### src/rtl/tcc_pkg.sv
package tcc_pkg;
  localparam int MODE_W = 7;
  localparam int ADDR_W = 3;
  localparam int CTRL_W = 12;

  localparam logic [MODE_W-1:0] MD_GPIO_IN  = 7'd0;
  localparam logic [MODE_W-1:0] MD_GPIO_OUT = 7'd1;
  localparam logic [MODE_W-1:0] MD_CAPTURE  = 7'd2;

  typedef enum logic [ADDR_W-1:0] {
    RA_DATA_A = 3'd0,
    RA_DATA_B = 3'd1,
    RA_ALT_A  = 3'd2,
    RA_CTRL   = 3'd3,
    RA_STAT   = 3'd4,
    RA_B2     = 3'd5
  } reg_addr_e;

  typedef struct packed {
    logic              irq_en;
    logic              filt_byp;
    logic              tb_ext;
    logic              edge_both;
    logic              edge_pol;
    logic [MODE_W-1:0] mode;
  } ctrl_t;
endpackage

### src/rtl/tcc_edge_front.sv
module tcc_edge_front #(
  parameter int SYNC_STAGES = 2
) (
  input  logic clk,
  input  logic rst_n,
  input  logic pin_i,
  input  logic bypass_i,
  input  logic pol_i,
  input  logic both_i,
  output logic level_o,
  output logic evt_o
);
  logic [SYNC_STAGES-1:0] sync_q;
  logic smp, smp_q, filt_q, lvl_q, rise, fall;

  // synchroniser chain, one flop per stage
  for (genvar i = 0; i < SYNC_STAGES; i++) begin : g_sync
    if (i == 0) begin : g_first
      always_ff @(posedge clk or negedge rst_n)
        if (!rst_n) sync_q[0] <= 1'b0;
        else        sync_q[0] <= pin_i;
    end else begin : g_next
      always_ff @(posedge clk or negedge rst_n)
        if (!rst_n) sync_q[i] <= 1'b0;
        else        sync_q[i] <= sync_q[i-1];
    end
  end

  assign smp = sync_q[SYNC_STAGES-1];

  // two-sample agreement filter
  always_ff @(posedge clk or negedge rst_n) begin
    if (!rst_n) begin
      smp_q  <= 1'b0;
      filt_q <= 1'b0;
      lvl_q  <= 1'b0;
    end else begin
      smp_q <= smp;
      if (smp == smp_q) filt_q <= smp;
      lvl_q <= level_o;
    end
  end

  assign level_o = bypass_i ? smp : filt_q;
  assign rise    = level_o & ~lvl_q;
  assign fall    = ~level_o & lvl_q;

  always_comb begin
    if (both_i)     evt_o = rise | fall;
    else if (pol_i) evt_o = rise;
    else            evt_o = fall;
  end
endmodule

### src/rtl/tcc_local_counter.sv
module tcc_local_counter #(
  parameter int W = 16
) (
  input  logic         clk,
  input  logic         rst_n,
  input  logic         hold_i,
  output logic [W-1:0] cnt_o
);
  always_ff @(posedge clk or negedge rst_n) begin
    if (!rst_n)      cnt_o <= '0;
    else if (hold_i) cnt_o <= '0;
    else             cnt_o <= cnt_o + W'(1);
  end
endmodule

### src/rtl/tcc_data_buf.sv
module tcc_data_buf #(
  parameter int W = 16
) (
  input  logic         clk,
  input  logic         rst_n,
  input  logic         gpio_i,
  input  logic         wr_a_i,
  input  logic         wr_b_i,
  input  logic         wr_alt_i,
  input  logic [W-1:0] wdata_i,
  input  logic         cap_i,
  input  logic [W-1:0] cap_val_i,
  output logic [W-1:0] a1_o,
  output logic [W-1:0] a2_o,
  output logic [W-1:0] b1_o,
  output logic [W-1:0] b2_o
);
  always_ff @(posedge clk or negedge rst_n) begin
    if (!rst_n) begin
      a1_o <= '0;
      a2_o <= '0;
      b1_o <= '0;
      b2_o <= '0;
    end else begin
      if (wr_a_i) a1_o <= wdata_i;
      if (wr_b_i) b1_o <= wdata_i;
      if (wr_b_i && gpio_i) b2_o <= wdata_i;
      if (cap_i)                  a2_o <= cap_val_i;
      else if (wr_alt_i)          a2_o <= wdata_i;
      else if (wr_a_i && gpio_i)  a2_o <= wdata_i;
    end
  end
endmodule

### src/rtl/tmr_chan_capture.sv
module tmr_chan_capture
  import tcc_pkg::*;
#(
  parameter int TB_W        = 16,
  parameter int SYNC_STAGES = 2
) (
  input  logic              clk,
  input  logic              rst_n,
  input  logic              pin_i,
  input  logic [TB_W-1:0]   ext_tb_i,
  input  logic              wr_en_i,
  input  logic [ADDR_W-1:0] addr_i,
  input  logic [TB_W-1:0]   wdata_i,
  output logic [TB_W-1:0]   rdata_o,
  output logic              out_pin_o,
  output logic              flag_o,
  output logic              irq_o
);
  ctrl_t ctrl_q;
  logic is_gpio_in, is_gpio_out, is_gpio, is_cap;
  logic level, evt, flag_evt, cap_evt, clr_req;
  logic wr_a, wr_b, wr_alt;
  logic [TB_W-1:0] cnt, tb_sel, a1, a2, b1, b2;

  assign is_gpio_in  = (ctrl_q.mode == MD_GPIO_IN);
  assign is_gpio_out = (ctrl_q.mode == MD_GPIO_OUT);
  assign is_gpio     = is_gpio_in | is_gpio_out;
  assign is_cap      = (ctrl_q.mode == MD_CAPTURE);

  assign wr_a    = wr_en_i && (addr_i == RA_DATA_A);
  assign wr_b    = wr_en_i && (addr_i == RA_DATA_B);
  assign wr_alt  = wr_en_i && (addr_i == RA_ALT_A);
  assign clr_req = wr_en_i && (addr_i == RA_STAT) && wdata_i[0];

  always_ff @(posedge clk or negedge rst_n) begin
    if (!rst_n)                              ctrl_q <= '0;
    else if (wr_en_i && addr_i == RA_CTRL)   ctrl_q <= ctrl_t'(wdata_i[CTRL_W-1:0]);
  end

  tcc_edge_front #(.SYNC_STAGES(SYNC_STAGES)) u_front (
    .clk      (clk),
    .rst_n    (rst_n),
    .pin_i    (pin_i),
    .bypass_i (ctrl_q.filt_byp),
    .pol_i    (ctrl_q.edge_pol),
    .both_i   (ctrl_q.edge_both),
    .level_o  (level),
    .evt_o    (evt)
  );

  tcc_local_counter #(.W(TB_W)) u_cnt (
    .clk    (clk),
    .rst_n  (rst_n),
    .hold_i (is_gpio),
    .cnt_o  (cnt)
  );

  assign tb_sel   = ctrl_q.tb_ext ? ext_tb_i : cnt;
  assign flag_evt = evt && (is_gpio_in || is_cap);
  assign cap_evt  = evt && is_cap;

  tcc_data_buf #(.W(TB_W)) u_buf (
    .clk       (clk),
    .rst_n     (rst_n),
    .gpio_i    (is_gpio),
    .wr_a_i    (wr_a),
    .wr_b_i    (wr_b),
    .wr_alt_i  (wr_alt),
    .wdata_i   (wdata_i),
    .cap_i     (cap_evt),
    .cap_val_i (tb_sel),
    .a1_o      (a1),
    .a2_o      (a2),
    .b1_o      (b1),
    .b2_o      (b2)
  );

  // event has priority over a clear in the same cycle
  always_ff @(posedge clk or negedge rst_n) begin
    if (!rst_n)        flag_o <= 1'b0;
    else if (flag_evt) flag_o <= 1'b1;
    else if (clr_req)  flag_o <= 1'b0;
  end

  always_ff @(posedge clk or negedge rst_n) begin
    if (!rst_n)           out_pin_o <= 1'b0;
    else if (is_gpio_out) out_pin_o <= ctrl_q.edge_pol;
  end

  assign irq_o = flag_o & ctrl_q.irq_en;

  always_comb begin
    rdata_o = '0;
    case (addr_i)
      RA_DATA_A: rdata_o = a2;
      RA_DATA_B: rdata_o = b1;
      RA_ALT_A:  rdata_o = a1;
      RA_CTRL:   rdata_o = TB_W'(ctrl_q);
      RA_STAT:   rdata_o = TB_W'({level, flag_o});
      RA_B2:     rdata_o = b2;
      default:   rdata_o = '0;
    endcase
  end
endmodule

### config.mk
export PLATFORM = sky130hd
export DESIGN_NAME = tmr_chan_capture
export DESIGN_NICKNAME = d
export VERILOG_FILES = /design/src/rtl/tcc_pkg.sv /design/src/rtl/tcc_edge_front.sv /design/src/rtl/tcc_local_counter.sv /design/src/rtl/tcc_data_buf.sv /design/src/rtl/tmr_chan_capture.sv
export SDC_FILE = /design/constraint.sdc
export NUM_CORES = 1
export LEC_CHECK = 0
export BUFFER_PORTS_ARGS = -buffer_cell sky130_fd_sc_hd__buf_2
export CORE_ASPECT_RATIO = 0.5
export CORE_MARGIN = 2
export CORE_UTILIZATION = 55
export DETAILED_ROUTE_END_ITERATION = 10
export PLACE_DENSITY = 0.79
export SYNTH_ARGS = -nofsm -noshare
export SYNTH_HDL_FRONTEND = slang
export SYNTH_SLANG_ARGS = --single-unit
### constraint.sdc
create_clock -name clk -period 2.45 [get_ports clk]
set_input_delay 0.1225 -clock clk [delete_from_list [all_inputs] [get_ports clk]]
set_output_delay 0.1225 -clock clk [all_outputs]
set_load 0.02 [all_outputs]
==> results of run 1 <==
[final timing paths]
check / slack, ns / endpoint / from
worst max register to register: 0.16 / u_buf.a2_o[1] / ctrl_q[10]
max in group asynchronous: 1.45 / u_cnt.cnt_o[14] / rst_n
worst min-delay path: 0.07 / u_buf.b2_o[12] / wdata_i[12]
worst min register to register: 0.35 / u_front.smp / u_front.sync_q[0]
min in group asynchronous: 0.33 / u_front.sync_q[0] / rst_n
worst max-delay path: 0.16 / u_buf.a2_o[1] / ctrl_q[10]
[layer usage]
| metal | up-vias | routed length, µm | GRT usage, % |
|---|---|---|---|
| li1 | 1658 | - | - |
| met4 | 0 | 248 | 7.48 |
| met1 | 1834 | 5590 | 36.9 |
| met3 | 27 | 1010 | 9.29 |
| met5 | - | 0 | 0 |
| met2 | 139 | 5270 | 37.4 |
[worst register-to-register path: stages, from the launching register on]
cell and delay, ns:
dfrtp_1 0.37, mux2i_1 0.38, inv_1 0.11, ha_1 0.21
mux2_2 0.28, o2111a_1 0.23, buf_4 0.23, a31oi_1 0.22
a22oi_1 0.12
[kinds of logic after synthesis]
group / after synthesis
mux: 101
flops: 99
compound gates: 90
simple gates: 78
buf+inv: 33
xor+xnor: 12
fa+ha+maj: 4
[flip-flops by register name, summed over array words and instances, names as in the netlist]
signal	count
u_cnt.cnt_o	16
out_pin_o	1
u_buf.a1_o	16
u_front.sync_q	1
u_front.lvl_q	1
u_buf.a2_o	16
ctrl_q	12
flag_o	1
u_front.smp_q	1
u_buf.b1_o	16
u_front.smp	1
u_front.filt_q	1
u_buf.b2_o	16
[layout make-up]
class	count	area [µm²]	area share, %
Sequential cell	99	2480	43.6
Timing Repair Buffer	73	425	7.49
Inverter	6	22.5	0.397
Clock buffer	12	236	4.16
Clock inverter	3	40.0	0.705
Multi-Input combinational cell	285	2330	41.0
Tap cell	117	146	2.58
[cells in the mapped netlist (2+ instances only)]
library cell / count / area (µm²)
nor4_1: 4 / 25.0
and2_1: 2 / 12.5
nand2_1: 19 / 71.3
nand4_1: 4 / 25.0
dfrtp_1: 99 / 2480
ha_1: 3 / 37.5
o21ai_0: 29 / 145
a22oi_1: 16 / 120
nor2b_1: 5 / 31.3
buf_2: 14 / 70.1
mux4_2: 4 / 90.1
mux2i_1: 34 / 340
or3_1: 2 / 12.5
xnor2_1: 11 / 96.3
clkbuf_1: 9 / 33.8
mux2_2: 53 / 597
o2bb2ai_1: 8 / 70.1
a211oi_1: 3 / 22.5
inv_1: 6 / 22.5
a22o_1: 3 / 26.3
nor2_1: 24 / 90.1
nor3_1: 4 / 20.0
a21oi_1: 7 / 35.0
or2_2: 2 / 12.5
a31oi_1: 20 / 125
nand3_1: 6 / 30.0
mux2_4: 10 / 150
buf_4: 2 / 15.0
[power groups by stage]
stage	combinational, mW	sequential [mW]	clock [mW]
after global routing	1.34	2.41	1.45
after detailed placement	1.22	2.38	0
final	1.23	2.36	1.37
after CTS	1.23	2.35	1.38
after global placement	1.18	2.35	0
after floorplan	0.890	2.28	0
==> flow_metrics.env, run 1 <==
export IMPL_clkPwrFrac_pct=27.7
export IMPL_synthAdderAreaFrac_pct=0.955
export IMPL_overflow=0
export IMPL_track_usage_pct=25.8
export IMPL_worst_hold_path_type="in -> reg"
export IMPL_crit_cells=8
export IMPL_p_switching_mw=1.51
export IMPL_dp_hpwl_um=8430
export IMPL_maxCapViolations=0
export IMPL_ys_ff_latch=99
export IMPL_status="finished, final reports clean"
export IMPL_area_delta_synth_final_pct=14.0
export IMPL_synth_xor_area_share_pct=2.11
export IMPL_synth_mux_area_share_pct=23.6
export IMPL_slowest_delay_ns=0.38
export IMPL_critPathSlowestCell="mux2i_1"
export IMPL_critPathCaptureType="register"
export IMPL_async_flop_share_pct=100
export IMPL_hold_viol=0
export IMPL_portBuffers=57
export IMPL_place_ws_ns=0.276
export IMPL_final_cell_mix="dfrtp_1 (99), buf_2 (56), mux2_2 (53)"
export IMPL_stdcell_count=595
export IMPL_synth_simple_area_share_pct=8.47
export IMPL_grt_pass1_wl_um=19400
export IMPL_drt_total_wl_um=12100
export IMPL_cp_cell_sequence="mux2i_1 -> inv_1 -> ha_1 -> mux2_2 -> o2111a_1 -> buf_4 -> a31oi_1 -> a22oi_1"
export IMPL_crit_fanout=32
export IMPL_placed_cells=578
export IMPL_power_density_mw_per_mm2=873
export IMPL_sequentialPowerShare_pct=47.5
export IMPL_die_w_um=139
export IMPL_synth_distinct_cells=42
export IMPL_die_area_mm2=0.00988
export IMPL_relSlewSlack_pct=27.4
export IMPL_cts_max_level=3
export IMPL_cts_tree="done"
export IMPL_power_total_mw=4.96
export IMPL_critPathArrivalTime_ns=2.50
export IMPL_rows=24
export IMPL_antenna_found_initial=0
export IMPL_final_antenna_net_count=0
export IMPL_synth_edf_count=0
export IMPL_fin_ws_ns=0.161
export IMPL_worstHoldPathCells=2
export IMPL_design_area_mm2=0.00568
export IMPL_core_area_mm2=0.00874
export IMPL_postCtsSetupBuffers=0
export IMPL_fmax_mhz=437
export IMPL_crit_required_ns=2.66
export IMPL_drv_slew=0
export IMPL_synth_top_family_by_area="multiplexers"
export IMPL_avgSynthCellArea_um2=11.9
export IMPL_ys_warn_count=0
export IMPL_grt_pass1_vias=3566
export IMPL_fin_crit_ns=2.29
export IMPL_setup_viol=0
export IMPL_numClockSinks=99
export IMPL_synthFlopType="dfrtp_1"
export IMPL_drtIter0Drc=442
export IMPL_clockBufferDepth=2
export IMPL_setup_tns_ns=0
export IMPL_synth_compound_area_share_pct=11.6
export IMPL_path_buf_inv=2
export IMPL_p_int_mw=3.45
export IMPL_swShare_pct=30.5
export IMPL_fillerInstances=643
export IMPL_holdWs_ns=0.0652
export IMPL_critPathTopFamily="multiplexers"
export IMPL_tightestPinTransition_ns=1.09
export IMPL_syn_num_nets=459
export IMPL_io_pins=58
export IMPL_cts_resized=0
export IMPL_synth_cells=417
export IMPL_gp_congestion=0.874
export IMPL_drive_gt1_share_pct=32.8
export IMPL_worstRegToRegCells=8
export IMPL_clockRootBuffer="clkbuf_16"
export IMPL_grt_start_max_net_pins=46
export IMPL_grt_setup_unrepaired="false"
export IMPL_die_h_um=71.3
export IMPL_diodes=0
export IMPL_peakVddDrop_mv=0.437
export IMPL_crit_type="reg -> reg"
export IMPL_start_util_pct=57.0
export IMPL_ys_seq_area_share_pct=49.7
export IMPL_post_drt_wl_per_cell_um=20.4
export IMPL_final_nets=516
export IMPL_syn_cell_area_mm2=0.00498
export IMPL_placed_area_mm2=0.00538
export IMPL_avgViaCountPerCell=6.15
export IMPL_final_common_cell="dfrtp_1"
export IMPL_numCtsBuffers=9
export IMPL_fin_util_pct=65.0
export IMPL_drcViolationCount=0
export IMPL_dr_total_vias=3658
export IMPL_cp_start_kind="register"
export IMPL_p_leak_nw=2.58
export IMPL_clock_skew_ns=0.00713
export IMPL_combPwrFrac_pct=24.8
export IMPL_insertion_delay_ns=0.35
export IMPL_clk_pin_slew_worst_paths_ns=0.07
export IMPL_fin_crit_sh_pct=93.4
export IMPL_drt_first_pass_iters=5
export IMPL_hold_buffers=2
Power figures use the tool's default switching activity.
==> run 2, diff against run 1 <==
ABC_AREA = 1   (was unset)
TNS_END_PERCENT = 5   (was unset)
==> flow_metrics.env, run 2 <==
export IMPL_tightestPinTransition_ns=1.05
export IMPL_worstHoldPathCells=3
export IMPL_antenna_found_initial=0
export IMPL_fmax_mhz=490
export IMPL_diodes=0
export IMPL_worst_hold_path_type="in -> reg"
export IMPL_cts_resized=0
export IMPL_synth_simple_area_share_pct=27.2
export IMPL_drt_first_pass_iters=5
export IMPL_drcViolationCount=0
export IMPL_numCtsBuffers=9
export IMPL_synthAdderAreaFrac_pct=0.963
export IMPL_critPathArrivalTime_ns=2.27
export IMPL_avgSynthCellArea_um2=7.72
export IMPL_clockBufferDepth=2
export IMPL_grt_pass1_vias=4256
export IMPL_synth_distinct_cells=27
export IMPL_setup_tns_ns=0
export IMPL_syn_cell_area_mm2=0.00494
export IMPL_cts_tree="done"
export IMPL_insertion_delay_ns=0.34
export IMPL_synthFlopType="dfrtp_1"
export IMPL_cts_max_level=3
export IMPL_ys_ff_latch=99
export IMPL_yosysTopAreaCellShare_pct=50.2
export IMPL_start_util_pct=56.7
export IMPL_final_common_cell="nand2_1"
export IMPL_peakVddDrop_mv=0.423
export IMPL_die_area_mm2=0.00980
export IMPL_async_flop_share_pct=100
export IMPL_core_area_mm2=0.00871
export IMPL_slowest_delay_ns=0.40
export IMPL_numClockSinks=99
export IMPL_fin_util_pct=65.0
export IMPL_dr_total_vias=4436
export IMPL_crit_type="reg -> reg"
export IMPL_crit_required_ns=2.68
export IMPL_status="finished, final reports clean"
export IMPL_critPathCaptureType="register"
export IMPL_crit_fanout=17
export IMPL_drv_slew=0
export IMPL_regArea_mm2=0.00248
export IMPL_area_delta_synth_final_pct=14.7
export IMPL_die_w_um=138
export IMPL_synth_xor_area_share_pct=0.177
export IMPL_drtIter0Drc=500
export IMPL_final_nets=737
export IMPL_critPathSlowestCell="dfrtp_1"
export IMPL_synth_compound_area_share_pct=13.2
export IMPL_post_drt_wl_per_cell_um=15.4
export IMPL_final_cell_mix="nand2_1 (196), dfrtp_1 (99), inv_1 (70)"
export IMPL_postCtsSetupBuffers=0
export IMPL_critical_path_most_common_cell="nand2_1"
export IMPL_cp_cell_sequence="o21ai_0 -> ha_1 -> or2_2 -> nand2_2 -> nand2_2 -> buf_4 -> nand2_1 -> nand2_1 -> nand2_1 -> nand2_1"
export IMPL_hold_viol=0
export IMPL_multi_input_area_mm2=0.00205
export IMPL_rows=24
export IMPL_dp_hpwl_um=8750
export IMPL_synth_top_area_cell="dfrtp_1"
export IMPL_cp_start_kind="register"
export IMPL_clock_skew_ns=0.00797
export IMPL_synth_top_family_by_area="simple AND/OR/NAND/NOR gates"
export IMPL_track_usage_pct=27.3
export IMPL_clockRootBuffer="clkbuf_16"
export IMPL_syn_num_nets=682
export IMPL_relSlewSlack_pct=29.9
export IMPL_clk_pin_slew_worst_paths_ns=0.06
export IMPL_overflow=0
export IMPL_hold_buffers=2
export IMPL_fin_crit_sh_pct=83.2
export IMPL_avgViaCountPerCell=5.43
export IMPL_ys_warn_count=0
export IMPL_power_density_mw_per_mm2=865
export IMPL_portBuffers=57
export IMPL_p_leak_nw=2.91
export IMPL_grt_setup_unrepaired="false"
export IMPL_grt_pass1_wl_um=21100
export IMPL_worstRegToRegCells=10
export IMPL_synth_commonest_cells="nand2_1 (196), dfrtp_1 (99), inv_1 (70)"
export IMPL_synthMostInstantiatedCell="nand2_1"
export IMPL_setup_viol=0
export IMPL_maxCapViolations=0
export IMPL_fin_crit_ns=2.04
export IMPL_die_h_um=71.0
export IMPL_synth_mux_area_share_pct=0
export IMPL_synth_edf_count=0
export IMPL_gp_congestion=0.887
export IMPL_ys_seq_area_share_pct=50.2
export IMPL_fillerInstances=746
export IMPL_final_antenna_net_count=0
export IMPL_synth_cells=640
export IMPL_drive_gt1_share_pct=14.9
export IMPL_drt_total_wl_um=12600
export IMPL_io_pins=58
export IMPL_synth_area_leaders="dfrtp_1 (50%), nand2_1 (15%), o21ai_0 (6.5%), inv_1 (5.3%), nand3_1 (3.6%)"
export IMPL_grt_start_max_net_pins=53
[run 2: changes by cell type in the layout (fill, tap and decap cells not counted), moves of 17 or more]
cell	delta
o21ai_0	+35
nand4_1	+17
inv_1	+64
mux2_2	-53
nand3_1	+30
a31oi_1	-20
o21ai_1	+21
mux2i_1	-34
nand2_1	+177
[run 2: worst paths after layout]
| path | startpoint | to | slack [ns] |
|---|---|---|---|
| max | ctrl_q[10] | u_buf.a2_o[7] | 0.41 |
| min | wdata_i[13] | u_buf.b1_o[13] | 0.02 |
| max reg2reg | ctrl_q[10] | u_buf.a2_o[7] | 0.41 |
| min reg2reg | u_front.sync_q[0] | u_front.smp | 0.35 |
| max in group asynchronous | rst_n | u_buf.a2_o[12] | 1.44 |
| min in group asynchronous | rst_n | u_cnt.cnt_o[1] | 0.34 |
[run 2: final cells by class]
type                    count  area share [%]
clock inverters             6            1.41
repair buffers             71            7.02
inverters                  75            4.97
multi-input cells         439            36.2
clock buffers              10            4.04
well taps                 117            2.58
flip-flops and latches     99            43.7
[run 2: through the flow]
step                hold slack [ns]  power [mW]  instances  instance area, µm²  worst slack (ns)
floorplan                    -0.173        3.04        640                4940             0.554
global placement              0.197        3.38        799                5340             0.506
detailed placement            0.196        3.42        799                5340             0.451
CTS                          0.0198        4.91        817                5660             0.420
global route                 0.0416        5.18        817                5660             0.201
finish                       0.0226        4.90        817                5660             0.411
[run 2: worst max-delay path, delay by kind of cell (launching register included)]
kind,cells,cell delay (ns)
buffers and inverters,1,0.22
AO/OA/AOI/OAI,1,0.30
adder cells (fa/ha/maj),1,0.29
flip-flops,1,0.40
AND/OR/NAND/NOR,7,0.72
[run 2: kinds of logic (layout without fill, tap and decap cells)]
kind of cell | count (synthesis) | in the layout
AND/OR/NAND/NOR | 312 | 312
AO/OA/AOI/OAI | 122 | 122
buffers and inverters | 102 | 162
flip-flops | 99 | 99
adder cells (fa/ha/maj) | 4 | 4
XOR/XNOR | 1 | 1
[run 2: metal layers]
layer | global-route usage (%) | vias to the layer above | part of all wire, %
li1 | - | 2176 | -
met1 | 39.2 | 2054 | 47
met2 | 40.9 | 188 | 43
met3 | 8.26 | 18 | 8.8
met4 | 7.26 | 0 | 1.2
met5 | 0 | - | 0
[run 2: report_power, final]
part / switching, mW / leakage (nW) / internal [mW] / total (mW)
sequential: 0.249 / 1.25 / 2.05 / 2.30
combinational: 0.716 / 1.50 / 0.406 / 1.12
clock: 0.595 / 0.156 / 0.888 / 1.48
